==> src/rtl/txfifo_pkg.sv <==
package txfifo_pkg;
  // Strobes issued by the control path to the storage path for one cycle.
  typedef struct packed {
    logic push;   // write wrByte at the write pointer, advance it
    logic pop;    // advance the read pointer
  } fifoStrobe_t;
endpackage

==> src/rtl/txFifoData.sv <==
module txFifoData
  import txfifo_pkg::*;
#(
  parameter int DEPTH  = 32,
  parameter int DATA_W = 8,
  localparam int ADDR_W = $clog2(DEPTH)
) (
  input  logic              clk,
  input  logic              rstN,
  input  fifoStrobe_t       strobe,
  input  logic [DATA_W-1:0] wrByte,
  output logic [DATA_W-1:0] rdByte,
  output logic [ADDR_W-1:0] wrPtr,
  output logic [ADDR_W-1:0] rdPtr
);
  logic [DATA_W-1:0] mem [DEPTH];

  // Pointers wrap naturally because DEPTH is a power of two.
  always_ff @(posedge clk) begin
    if (!rstN) begin
      wrPtr <= '0;
      rdPtr <= '0;
    end else begin
      if (strobe.push) wrPtr <= wrPtr + 1'b1;
      if (strobe.pop)  rdPtr <= rdPtr + 1'b1;
    end
  end

  always_ff @(posedge clk) begin
    if (strobe.push) mem[wrPtr] <= wrByte;
  end

  // First-word fall-through: the head byte is always presented.
  assign rdByte = mem[rdPtr];

  initial begin
    assert (DEPTH == (1 << ADDR_W)) else $error("DEPTH must be a power of two");
  end
endmodule

==> src/rtl/txFifoCtrl.sv <==
module txFifoCtrl
  import txfifo_pkg::*;
#(
  parameter int DEPTH = 32,
  localparam int CNT_W = $clog2(DEPTH + 1)
) (
  input  logic             clk,
  input  logic             rstN,
  input  logic             wrValid,
  input  logic             serIdle,
  input  logic [CNT_W-1:0] thresh,
  input  logic             irqEn,
  output fifoStrobe_t      strobe,
  output logic [CNT_W-1:0] level,
  output logic             popStrobe,
  output logic             txReady,
  output logic             txIrq,
  output logic             empty,
  output logic             overflow
);
  localparam logic [CNT_W-1:0] FULL_CNT = CNT_W'(DEPTH);

  logic full;
  logic pushOk;
  logic popOk;

  assign full   = (level == FULL_CNT);
  assign empty  = (level == '0);
  assign pushOk = wrValid && !full;
  assign popOk  = serIdle && !empty;

  always_comb begin
    strobe      = '0;
    strobe.push = pushOk;
    strobe.pop  = popOk;
  end

  assign popStrobe = popOk;

  always_ff @(posedge clk) begin
    if (!rstN) begin
      level <= '0;
    end else begin
      unique case ({pushOk, popOk})
        2'b10:   level <= level + 1'b1;
        2'b01:   level <= level - 1'b1;
        default: level <= level;
      endcase
    end
  end

  always_ff @(posedge clk) begin
    if (!rstN)                overflow <= 1'b0;
    else if (wrValid && full) overflow <= 1'b1;
  end

  // The low-water level counts bytes still waiting, not free slots.
  assign txReady = (level <= thresh);
  assign txIrq   = txReady && irqEn;

  assert_level_bound_R4: assert property (@(posedge clk) disable iff (!rstN)
    level <= FULL_CNT);

  assert_overflow_sticky_R3: assert property (@(posedge clk) disable iff (!rstN)
    overflow |=> overflow);

  assert_full_write_dropped_R3: assert property (@(posedge clk) disable iff (!rstN)
    (wrValid && full && !serIdle) |=> (level == FULL_CNT) && overflow);

  assert_pop_decrements_R8: assert property (@(posedge clk) disable iff (!rstN)
    (popStrobe && !wrValid) |=> (level == $past(level) - 1'b1));
endmodule

==> src/rtl/txLowWaterFifo.sv <==
module txLowWaterFifo
  import txfifo_pkg::*;
#(
  parameter int DEPTH  = 32,
  parameter int HOST_W = 32,
  parameter int DATA_W = 8,
  localparam int ADDR_W = $clog2(DEPTH),
  localparam int CNT_W  = $clog2(DEPTH + 1)
) (
  input  logic              clk,
  input  logic              rstN,
  input  logic              wrValid,
  input  logic [HOST_W-1:0] wrData,
  input  logic [CNT_W-1:0]  thresh,
  input  logic              irqEn,
  input  logic              serIdle,
  output logic              popStrobe,
  output logic [DATA_W-1:0] popData,
  output logic [CNT_W-1:0]  level,
  output logic              txReady,
  output logic              txIrq,
  output logic              empty,
  output logic              overflow
);
  fifoStrobe_t       strobe;
  logic [ADDR_W-1:0] wrPtr;
  logic [ADDR_W-1:0] rdPtr;

  txFifoCtrl #(.DEPTH(DEPTH)) uCtrl (
    .clk       (clk),
    .rstN      (rstN),
    .wrValid   (wrValid),
    .serIdle   (serIdle),
    .thresh    (thresh),
    .irqEn     (irqEn),
    .strobe    (strobe),
    .level     (level),
    .popStrobe (popStrobe),
    .txReady   (txReady),
    .txIrq     (txIrq),
    .empty     (empty),
    .overflow  (overflow)
  );

  txFifoData #(.DEPTH(DEPTH), .DATA_W(DATA_W)) uData (
    .clk    (clk),
    .rstN   (rstN),
    .strobe (strobe),
    .wrByte (wrData[DATA_W-1:0]),
    .rdByte (popData),
    .wrPtr  (wrPtr),
    .rdPtr  (rdPtr)
  );

  // Pointer distance in storage must match the count kept by control.
  assert_ptr_gap_R4: assert property (@(posedge clk) disable iff (!rstN)
    ADDR_W'(wrPtr - rdPtr) == level[ADDR_W-1:0]);
endmodule

==> config.mk <==
export PLATFORM = sky130hd
export DESIGN_NAME = txLowWaterFifo
export DESIGN_NICKNAME = d
export VERILOG_FILES = /design/src/rtl/txfifo_pkg.sv /design/src/rtl/txFifoData.sv /design/src/rtl/txFifoCtrl.sv /design/src/rtl/txLowWaterFifo.sv
export SDC_FILE = /design/constraint.sdc
export NUM_CORES = 1
export LEC_CHECK = 0
export ABC_AREA = 1
export BUFFER_PORTS_ARGS = -buffer_cell sky130_fd_sc_hd__buf_2
export CORE_MARGIN = 5
export CORE_UTILIZATION = 40
export DETAILED_ROUTE_END_ITERATION = 8
export SYNTH_ARGS = -nofsm -noshare
export SYNTH_HDL_FRONTEND = slang
export SYNTH_HIERARCHICAL = 1
export SYNTH_SLANG_ARGS = --single-unit
==> constraint.sdc <==
create_clock -name clk -period 3 [get_ports clk]
set_input_delay 0.6 -clock clk [delete_from_list [all_inputs] [get_ports clk]]
set_output_delay 0.6 -clock clk [all_outputs]
set_load 0.005 [all_outputs]
==> flow_summary.toml, run 1 <==
[outcome]
status = "complete, no violations"

[global_routing]
first_global_vias = 7618
grtUsageTotal_pct = 16.1
grt_pass1_wl_um = 42500
grt_start_max_net_pins = 85
antenna_found_initial = 0
grt-ovfl-total = 0

[layout]
nets = 1192
drive_above_1_share_pct = 11.4
n_antenna_cell = 0
area_delta_synth_final_pct = 14.1

[placement]
io_buffer_count = 37
place_congestion = 0.835
dpl.hpwl_um = 15700

[clock_tree]
htree_levels = 1
clkSinkCount = 278
cts_tree = "yes"
clock-root-buffer = "clkbuf_16"
clk_latency_ns = 0.55
ctsResizeCount = 0
clockBufferDepth = 3
cts_setup_buffers = 0
cts_hold_buffers = 0
cts_inserted_buffers = 29
clk_pin_slew_worst_paths_ns = 0.06

[critical_path]
cp.required_ns = 2.40
critPathTopFamily = "simple AND/OR/NAND/NOR gates"
path_cells = "clkinv_2 -> buf_12 -> nand2_1 -> nand3_1 -> nand3_1 -> nand2_1 -> nand2_1 -> nand2_1 -> nand2_1 -> nand2_1 -> buf_2"
end_kind = "output port"
start_kind = "register"
critPathKind = "reg2out"
cp_slowest_cell = "dfxtp_4"
crit_top_cell = "nand2_1"
arrival_ns = 2.27
critPathBufInv = 3
cpPeakStageDelay_ns = 0.37
cp_max_fo = 84

[logic_synthesis]
ys_types = 30
ys.flop_type = "edfxtp_1"
syn_nets = 1136
yosys_warnings = 6
synth-edff-count = 256
async_reset_ff_share_pct = 0
seq_area_frac_synth_pct = 68.6
synth_area_mm2 = 0.0118
syn_inst = 1076
syn_avg_cell_area_um2 = 11.0
ys_seq_elements = 278

[route]
drt_wl_total_um = 26900
ant_nets = 0
first_pass_iters = 5
drt_iter0_drc = 612
vias = 7872
via_per_inst = 5.11
drc = 0
routedWlPerCell_um = 17.4

[floorplan]
ios = 62
die_y_um = 182
fp.dieW_um = 182
rows = 63
core_mm2 = 0.0294
dieArea_mm2 = 0.0331
start_util_pct = 40.3

[timing]
finalCritPeriodShare_pct = 95.5
clock_skew_ns = 0.0260
fmax_mhz = 349
relSlewSlack_pct = 56.0
rsz0062_at_grt = "false"
slew_viol_final = 0
fin_crit_ns = 2.87
setup_viol = 0
worst_slew_pin_slew_ns = 0.659
fin_setup_tns_ns = 0
hold_violations = 0

[power_and_ir_drop]
p_total_mw = 10.8
ir_drop_mv = 0.471
leakage_nw = 5.19
powerDensity_mw_per_mm2 = 799

[flow_run]
maxCapViolCount = 0

[min_path]
hold_class = "in2reg"
-- synthesized netlist by cell type (2+ instances only) --
master	number	area, um2
nor2_1	48	180
inv_1	39	146
clkbuf_1	6	22.5
nor3_1	5	25.0
buf_6	23	259
ha_1	16	200
o21ai_0	8	40.0
buf_1	2	7.51
edfxtp_1	256	7690
a21oi_1	14	70.1
inv_2	3	11.3
nand3_1	204	1020
buf_2	17	85.1
dfxtp_1	22	440
buf_4	7	52.6
xnor2_1	2	17.5
nand2_1	389	1460
a31oi_1	3	18.8
-- metal layers --
metal  global-route usage [%]  wire (um)
met1                     23.0      12300
met2                     26.0      12600
met3                     2.09       1180
met4                     4.92        781
met5                        0          0
-- area by class of cell --
cell class / count / area [um2]
Multi-Input combinational cell: 700 / 3120
Clock buffer: 32 / 737
Inverter: 42 / 159
Fill cell: 2695 / 15900
Timing Repair Buffer: 81 / 603
Clock inverter: 19 / 272
Sequential cell: 278 / 8130
Tap cell: 390 / 488
-- registers in the layout (all words and copies together), names as in the netlist, named ones only --
signal          count
uData/mem         256
uData/wrPtr         5
uCtrl/level         6
uData/rdPtr         5
uCtrl/overflow      1
-- power by group --
| group | internal (mW) | leakage [nW] | switching [mW] | total (mW) |
|---|---|---|---|---|
| clock | 2.36 | 0.494 | 1.44 | 3.80 |
| combinational | 0.837 | 2.21 | 1.74 | 2.57 |
| sequential | 4.34 | 2.49 | 0.0829 | 4.42 |
-- layout by cell type, fill, tap and decap left out, types with 8 or more instances in the layout --
cell type and count:
nand2_1 389, buf_2 37, a21oi_1 14, inv_1 39
ha_1 16, nand3_1 204, clkbuf_16 29, edfxtp_1 256
o21ai_0 8, buf_4 37, dfxtp_1 20, nor2_1 48
-- worst paths after layout --
kind / end / cells past startpoint / slack, ns / from
worst min-delay path: uCtrl/overflow / 3 / 0.34 / wrValid
worst max-delay path: popData[6] / 11 / 0.13 / register
worst min register to register: uCtrl/overflow / 2 / 0.49 / uCtrl/overflow
worst max register to register: uCtrl/level[3] / 13 / 0.60 / uCtrl/level[0]
-- logic make-up (layout without fill, tap and decap cells) --
logic type | count (synthesis) | count (layout) | share of synthesized area (%)
buffers and inverters | 98 | 174 | 4.98
DFF | 278 | 278 | 68.6
adders and majority gates | 17 | 17 | 1.86
and+or+nand+nor | 651 | 651 | 23.0
xor gates and xnor gates | 3 | 3 | 0.222
AOI/OAI and AO/OA | 29 | 29 | 1.34
-- worst register-to-register path: stages, from the launching register on --
cell	delay [ns]
dfxtp_1	0.32
inv_1	0.16
nand4_1	0.20
o31ai_1	0.24
inv_1	0.18
ha_1	0.33
ha_1	0.37
inv_2	0.04
nand2_2	0.06
nand2_1	0.06
or2_1	0.20
nand3_1	0.07
nand2_1	0.05
inv_1	0.04
-- metrics by stage --
step                      utilization [%]  cells  cell area (um2)  hold WS [ns]  setup slack [ns]
after global placement               42.5   1491            12500         0.464             0.611
final                                46.0   1542            13500         0.337             0.134
after detailed placement             42.5   1491            12500         0.450             0.598
after floorplan                         -   1076            11800         0.461             0.882
after CTS                            46.0   1542            13500         0.307             0.120
after global routing                 46.0   1542            13500         0.338           0.00375
Note: power is estimated with default switching activity, not from simulation.
==> inputs of run 2 (changes only) <==
GPL_TIMING_DRIVEN = 0   (was unset)
==> run 2 against run 1 <==
Compared with the run above:
- clock-buffer cell count stayed put
- setup slack worse by 0.044 ns
- critical path depth down 1
- maximum frequency decreased by 1.5%
- die area unchanged
- combinational power increased by 11%
- critical endpoint is now popData[7]
- largest power group unchanged
==> flow_summary.toml, run 2 (synthesis gave the netlist of run 1 again) <==
[clock_tree]
clock-root-buffer = "clkbuf_16"
cts_inserted_buffers = 29
cts_setup_buffers = 0
clk_latency_ns = 0.54
htree_levels = 1
cts_tree = "yes"
clkSinkCount = 278
clk_pin_slew_worst_paths_ns = 0.06
clockBufferDepth = 3
cts_hold_buffers = 0

[global_routing]
grtUsageTotal_pct = 17.7
grt_start_max_net_pins = 33
grt-ovfl-total = 0
grt_pass1_wl_um = 45100
antenna_found_initial = 0
first_global_vias = 7786

[critical_path]
cp_max_fo = 10
critPathKind = "reg2out"
arrival_ns = 2.31
cpPeakStageDelay_ns = 0.35
cp.required_ns = 2.40
end_kind = "output port"
crit_top_cell = "nand2_1"
path_cells = "inv_2 -> clkbuf_4 -> nand3_1 -> nand3_1 -> nand2_1 -> nand2_1 -> nand2_1 -> nand2_1 -> nand2_1 -> buf_2"
cp_slowest_cell = "dfxtp_1"
start_kind = "register"

[layout]
largest_reg_flops = 256
nFillCells = 2724
reg_top3 = "uData/mem: 256 flops, uCtrl/level: 6 flops"
final_common_cell = "nand2_1"
drive_above_1_share_pct = 11.7
n_antenna_cell = 0
regMostFlops = "uData/mem"
area_delta_synth_final_pct = 13.5
nets = 1203
layout_common_cells = "nand2_1 (389), edfxtp_1 (256), nand3_1 (204)"

[placement]
io_buffer_count = 37
pre_cts_ws_ns = 0.0968
dpl.hpwl_um = 19600
place_congestion = 0.947

[floorplan]
ios = 62
core_mm2 = 0.0294
fp.dieW_um = 182
die_y_um = 182
dieArea_mm2 = 0.0331
start_util_pct = 40.3
rows = 63

[timing]
fin_ws_ns = 0.0902
holdWs_ns = 0.335
worst_slew_pin_slew_ns = 0.868
rsz0062_at_grt = "true"
fin_crit_ns = 2.91
clock_skew_ns = 0.0127
setup_viol = 0
hold_violations = 0
fmax_mhz = 344
relSlewSlack_pct = 41.9
slew_viol_final = 0
finalCritPeriodShare_pct = 97.0

[power_and_ir_drop]
ir_drop_mv = 0.487
powerDensity_mw_per_mm2 = 797
leakage_nw = 5.16

[route]
drt_iter0_drc = 848
first_pass_iters = 5
routedWlPerCell_um = 19.0
vias = 7956
drc = 0
ant_nets = 0
via_per_inst = 5.11
drt_wl_total_um = 29600

[flow_run]
maxCapViolCount = 0

[outcome]
status = "complete, no violations"

[min_path]
hold_class = "in2reg"
run 2: changes by cell type in the layout (fill, tap and decap cells not counted), moves of 4 or more:
cell,before,now
buf_4,37,9
buf_6,0,23
buf_2,37,53
buf_12,7,0
clkinv_1,4,11
clkbuf_2,0,5
bufinv_16,7,3
run 2: power by group:
group / switching [mW] / internal, mW
logic: 1.88 / 0.971
clock network: 1.43 / 2.01
registers: 0.0860 / 4.33
run 2: path summary, 6_finish.rpt:
kind                  start  cells past startpoint                to  slack, ns
min reg2reg  uCtrl/overflow                      2    uCtrl/overflow       0.50
max reg2reg  uCtrl/level[0]                     12  uData/mem[31][5]       0.27
max                register                     10        popData[7]       0.09
min                 wrValid                      3    uCtrl/overflow       0.33
run 2: metal layers:
metal  global-route usage, %  up-vias  part of all wire (%)
met1                    24.5     3814                    43
li1                        -     3840                     -
met2                    29.0      243                    47
met3                    2.83       59                   6.5
met5                       0        -                     0
met4                    5.79        0                   3.0
run 2: final cells by class:
type	instances	area, um2	share of cell area (%)
clock inverter	22	178	1.32
inverter	42	158	1.17
buffer	55	443	3.29
sequential	278	8130	60.5
tap	390	488	3.63
clock buffer	32	737	5.48
timing repair buffer	37	185	1.38
multi-input combinational	700	3130	23.3
run 2: timing repair:
item,CTS,global route
setup endpoints to repair,8,25
resized for setup,6,7
cloned,0,0
run 2: worst max-delay path, delay by kind of cell, from the launching register on:
kind,cells,cell delay [ns]
and+or+nand+nor,7,0.72
buffers and inverters,3,0.69
DFF,1,0.35
run 2: stage by stage:
step,util [%],instance area [um2],total power [mW],instances,setup TNS (ns)
floorplan,-,11800,6.33,1076,0
global placement,42.6,12500,7.27,1503,0
detailed placement,42.6,12500,7.31,1503,0
CTS,45.7,13400,10.8,1557,0
global route,45.7,13400,11.3,1556,-0.0106
finish,45.7,13400,10.7,1556,0
==> inputs of run 3 (changes only) <==
SYNTH_HIERARCHICAL = unset   (was 1)
==> run 3 against run 2 <==
Compared with the run above:
- clock power rose by 4%
- global-route usage up 1.2 points
- combinational power increased by 5%
- clock-buffer cell count is 8 higher
- register-to-register slack worse by 0.02 ns
- via count rose by 1.3%
- non-clock buffer count increased by 1
- synthesized cell count shrank 0.84%
- maximum frequency shrank 0.61%
- cell count is 0.71% lower
- wire length up 6.7%
- clock skew is 0.0096 ns higher
- largest cell class unchanged
- largest power group unchanged
- highest routed layer unchanged
==> flow_summary.toml, run 3 <==
[layout]
final_common_cell = "nand2_1"
finalInstanceArea_mm2 = 0.0135
final_cells = 1545
drive_above_1_share_pct = 13.2
regMostFlops = "uData.mem"
reg_top3 = "uData.mem: 256 flops, uCtrl.level: 6 flops"
layout_common_cells = "nand2_1 (344), edfxtp_1 (256), nand3_1 (177)"
n_antenna_cell = 0
final_util_pct = 46.9
largest_reg_flops = 256
nFillCells = 2630
area_delta_synth_final_pct = 15.3
nets = 1194

[logic_synthesis]
syn_inst = 1067
ys_seq_elements = 278
syn_avg_cell_area_um2 = 11.0
synth_area_mm2 = 0.0117
yosysTopAreaCell = "edfxtp_1"
synth.area.top_cells = "edfxtp_1 (66%), nand2_1 (11%), nand3_1 (7.6%)"
ys_types = 27
syn_nets = 1124
yosys_warnings = 0
synth_common_cells = "nand2_1 (345), edfxtp_1 (256), nand3_1 (177), a21oi_1 (65), nor2_1 (53)"
async_reset_ff_share_pct = 0
ys.flop_type = "edfxtp_1"
seq_area_frac_synth_pct = 69.4
synth-edff-count = 256
synth.most_common_cell = "nand2_1"
synth_top_cell_area_share_pct = 65.6

[flow_run]
maxCapViolCount = 0

[critical_path]
cp.required_ns = 2.40
path_depth = 12
critPathKind = "reg2out"
start_kind = "register"
cp_max_fo = 10
arrival_ns = 2.33
crit_top_cell = "nand2_1"
critPathBufInv = 4
r2r_cells = 8
cp_slowest_cell = "dfxtp_2"
path_cells = "inv_1 -> buf_6 -> buf_2 -> nand2_1 -> nand3_1 -> nand3_1 -> nand2_1 -> nand2_1 -> nand2_1 -> nor2_1 -> a21oi_1 -> buf_2"
end_kind = "output port"
critPathTopFamily = "buffers and inverters"
cpPeakStageDelay_ns = 0.35

[floorplan]
core_mm2 = 0.0288
die_y_um = 181
ios = 62
fp.dieW_um = 181
dieArea_mm2 = 0.0328
rows = 62
start_util_pct = 40.7

[clock_tree]
cts_hold_buffers = 0
clockBufferDepth = 3
cts_inserted_buffers = 30
clkSinkCount = 278
clk_latency_ns = 0.55
clock-root-buffer = "clkbuf_16"
htree_levels = 1
clk_pin_slew_worst_paths_ns = 0.06
cts_tree = "yes"
cts_setup_buffers = 0

[outcome]
status = "complete, no violations"

[timing]
relSlewSlack_pct = 26.1
setup_viol = 0
fmax_mhz = 342
hold_violations = 0
finalCritPeriodShare_pct = 97.6
rsz0062_at_grt = "true"
fin_crit_ns = 2.93
fin_ws_ns = 0.0724
fin_setup_tns_ns = 0
worst_slew_pin_slew_ns = 1.10
slew_viol_final = 0
clock_skew_ns = 0.0223

[placement]
placedCellCount = 1488
io_buffer_count = 37
place_congestion = 0.940
placed_area_mm2 = 0.0124
dpl.hpwl_um = 20600
pre_cts_ws_ns = 0.158

[route]
ant_nets = 0
vias = 8062
first_pass_iters = 6
routedWlPerCell_um = 20.4
drc = 0
via_per_inst = 5.22
drt_iter0_drc = 657
drt_wl_total_um = 31600

[global_routing]
antenna_found_initial = 0
grt-ovfl-total = 0
grtUsageTotal_pct = 19.0
first_global_vias = 7703
grt_start_max_net_pins = 33
grt_pass1_wl_um = 47800

[power_and_ir_drop]
powerDensity_mw_per_mm2 = 817
leakage_nw = 5.04
ir_drop_mv = 0.515

[min_path]
hold_depth = 3
hold_class = "in2reg"
run 3: cell count changes after synthesis, moves of 3 or more:
cell / previous run / this run
buf_6: 23 / 2
nand2_1: 389 / 345
xor2_1: 1 / 5
buf_2: 17 / 29
clkbuf_1: 6 / 12
o21ai_0: 8 / 11
nor2_1: 48 / 53
o31ai_1: 1 / 8
a21oi_1: 14 / 65
nand3_1: 204 / 177
run 3: per-stage QoR:
| stage | power, mW | hold WS (ns) |
|---|---|---|
| 2_1_floorplan | 6.23 | 0.461 |
| 3_3_place_gp | 7.32 | 0.458 |
| 3_5_place_dp | 7.36 | 0.461 |
| 4_1_cts | 11.0 | 0.336 |
| 5_1_grt | 11.6 | 0.374 |
| 6_report | 11.0 | 0.362 |
run 3: per-layer routing:
metal  GRT usage (%)  part of all wire, %  vias to the layer above
met1            27.4                   45                     3883
met5               0                    0                        -
met2            28.7                   44                      265
met4            7.42                  3.9                        0
li1                -                    -                     3844
met3            3.30                  6.7                       70
run 3: worst reg2reg max path: cells and delay by family (launching register included):
| family | cells | cell delay, ns |
|---|---|---|
| buffers and inverters | 2 | 0.26 |
| flip-flops | 1 | 0.41 |
| AND/OR/NAND/NOR | 6 | 1.69 |
run 3: kinds of logic after synthesis:
logic type	synth area share [%]
xor gates and xnor gates	0.673
buffers and inverters	3.80
AOI/OAI and AO/OA	4.06
and+or+nand+nor	20.6
DFF	69.4
adders and majority gates	1.50
run 3: path summary, 6_finish.rpt:
check / from / to / slack (ns)
setup reg to reg: uCtrl.level[1] / uData.mem[18][4] / 0.25
setup / recovery: register / popData[4] / 0.07
hold reg to reg: uCtrl.overflow / uCtrl.overflow / 0.49
hold / removal: wrValid / uCtrl.overflow / 0.36
run 3: what timing repair did:
action | 4_1_cts | 5_1_grt
pin swaps | 0 | 3
gates resized for setup | 20 | 43
endpoints found under the setup margin | 8 | 10
run 3: cell type report:
type	count	area (um2)	share of cell area (%)
Sequential cell	278	8130	60.2
Multi-Input combinational cell	693	3200	23.7
Clock buffer	40	833	6.17
Tap cell	384	480	3.56
Buffer	55	387	2.86
Timing Repair Buffer	38	190	1.41
Inverter	41	154	1.14
Clock inverter	16	131	0.973
run 3: report_power, final:
| part | internal [mW] | switching [mW] | total (mW) | leakage, nW |
|---|---|---|---|---|
| logic | 0.957 | 2.05 | 3.00 | 2.07 |
| registers | 4.35 | 0.0989 | 4.45 | 2.49 |
| clock network | 2.12 | 1.47 | 3.59 | 0.488 |
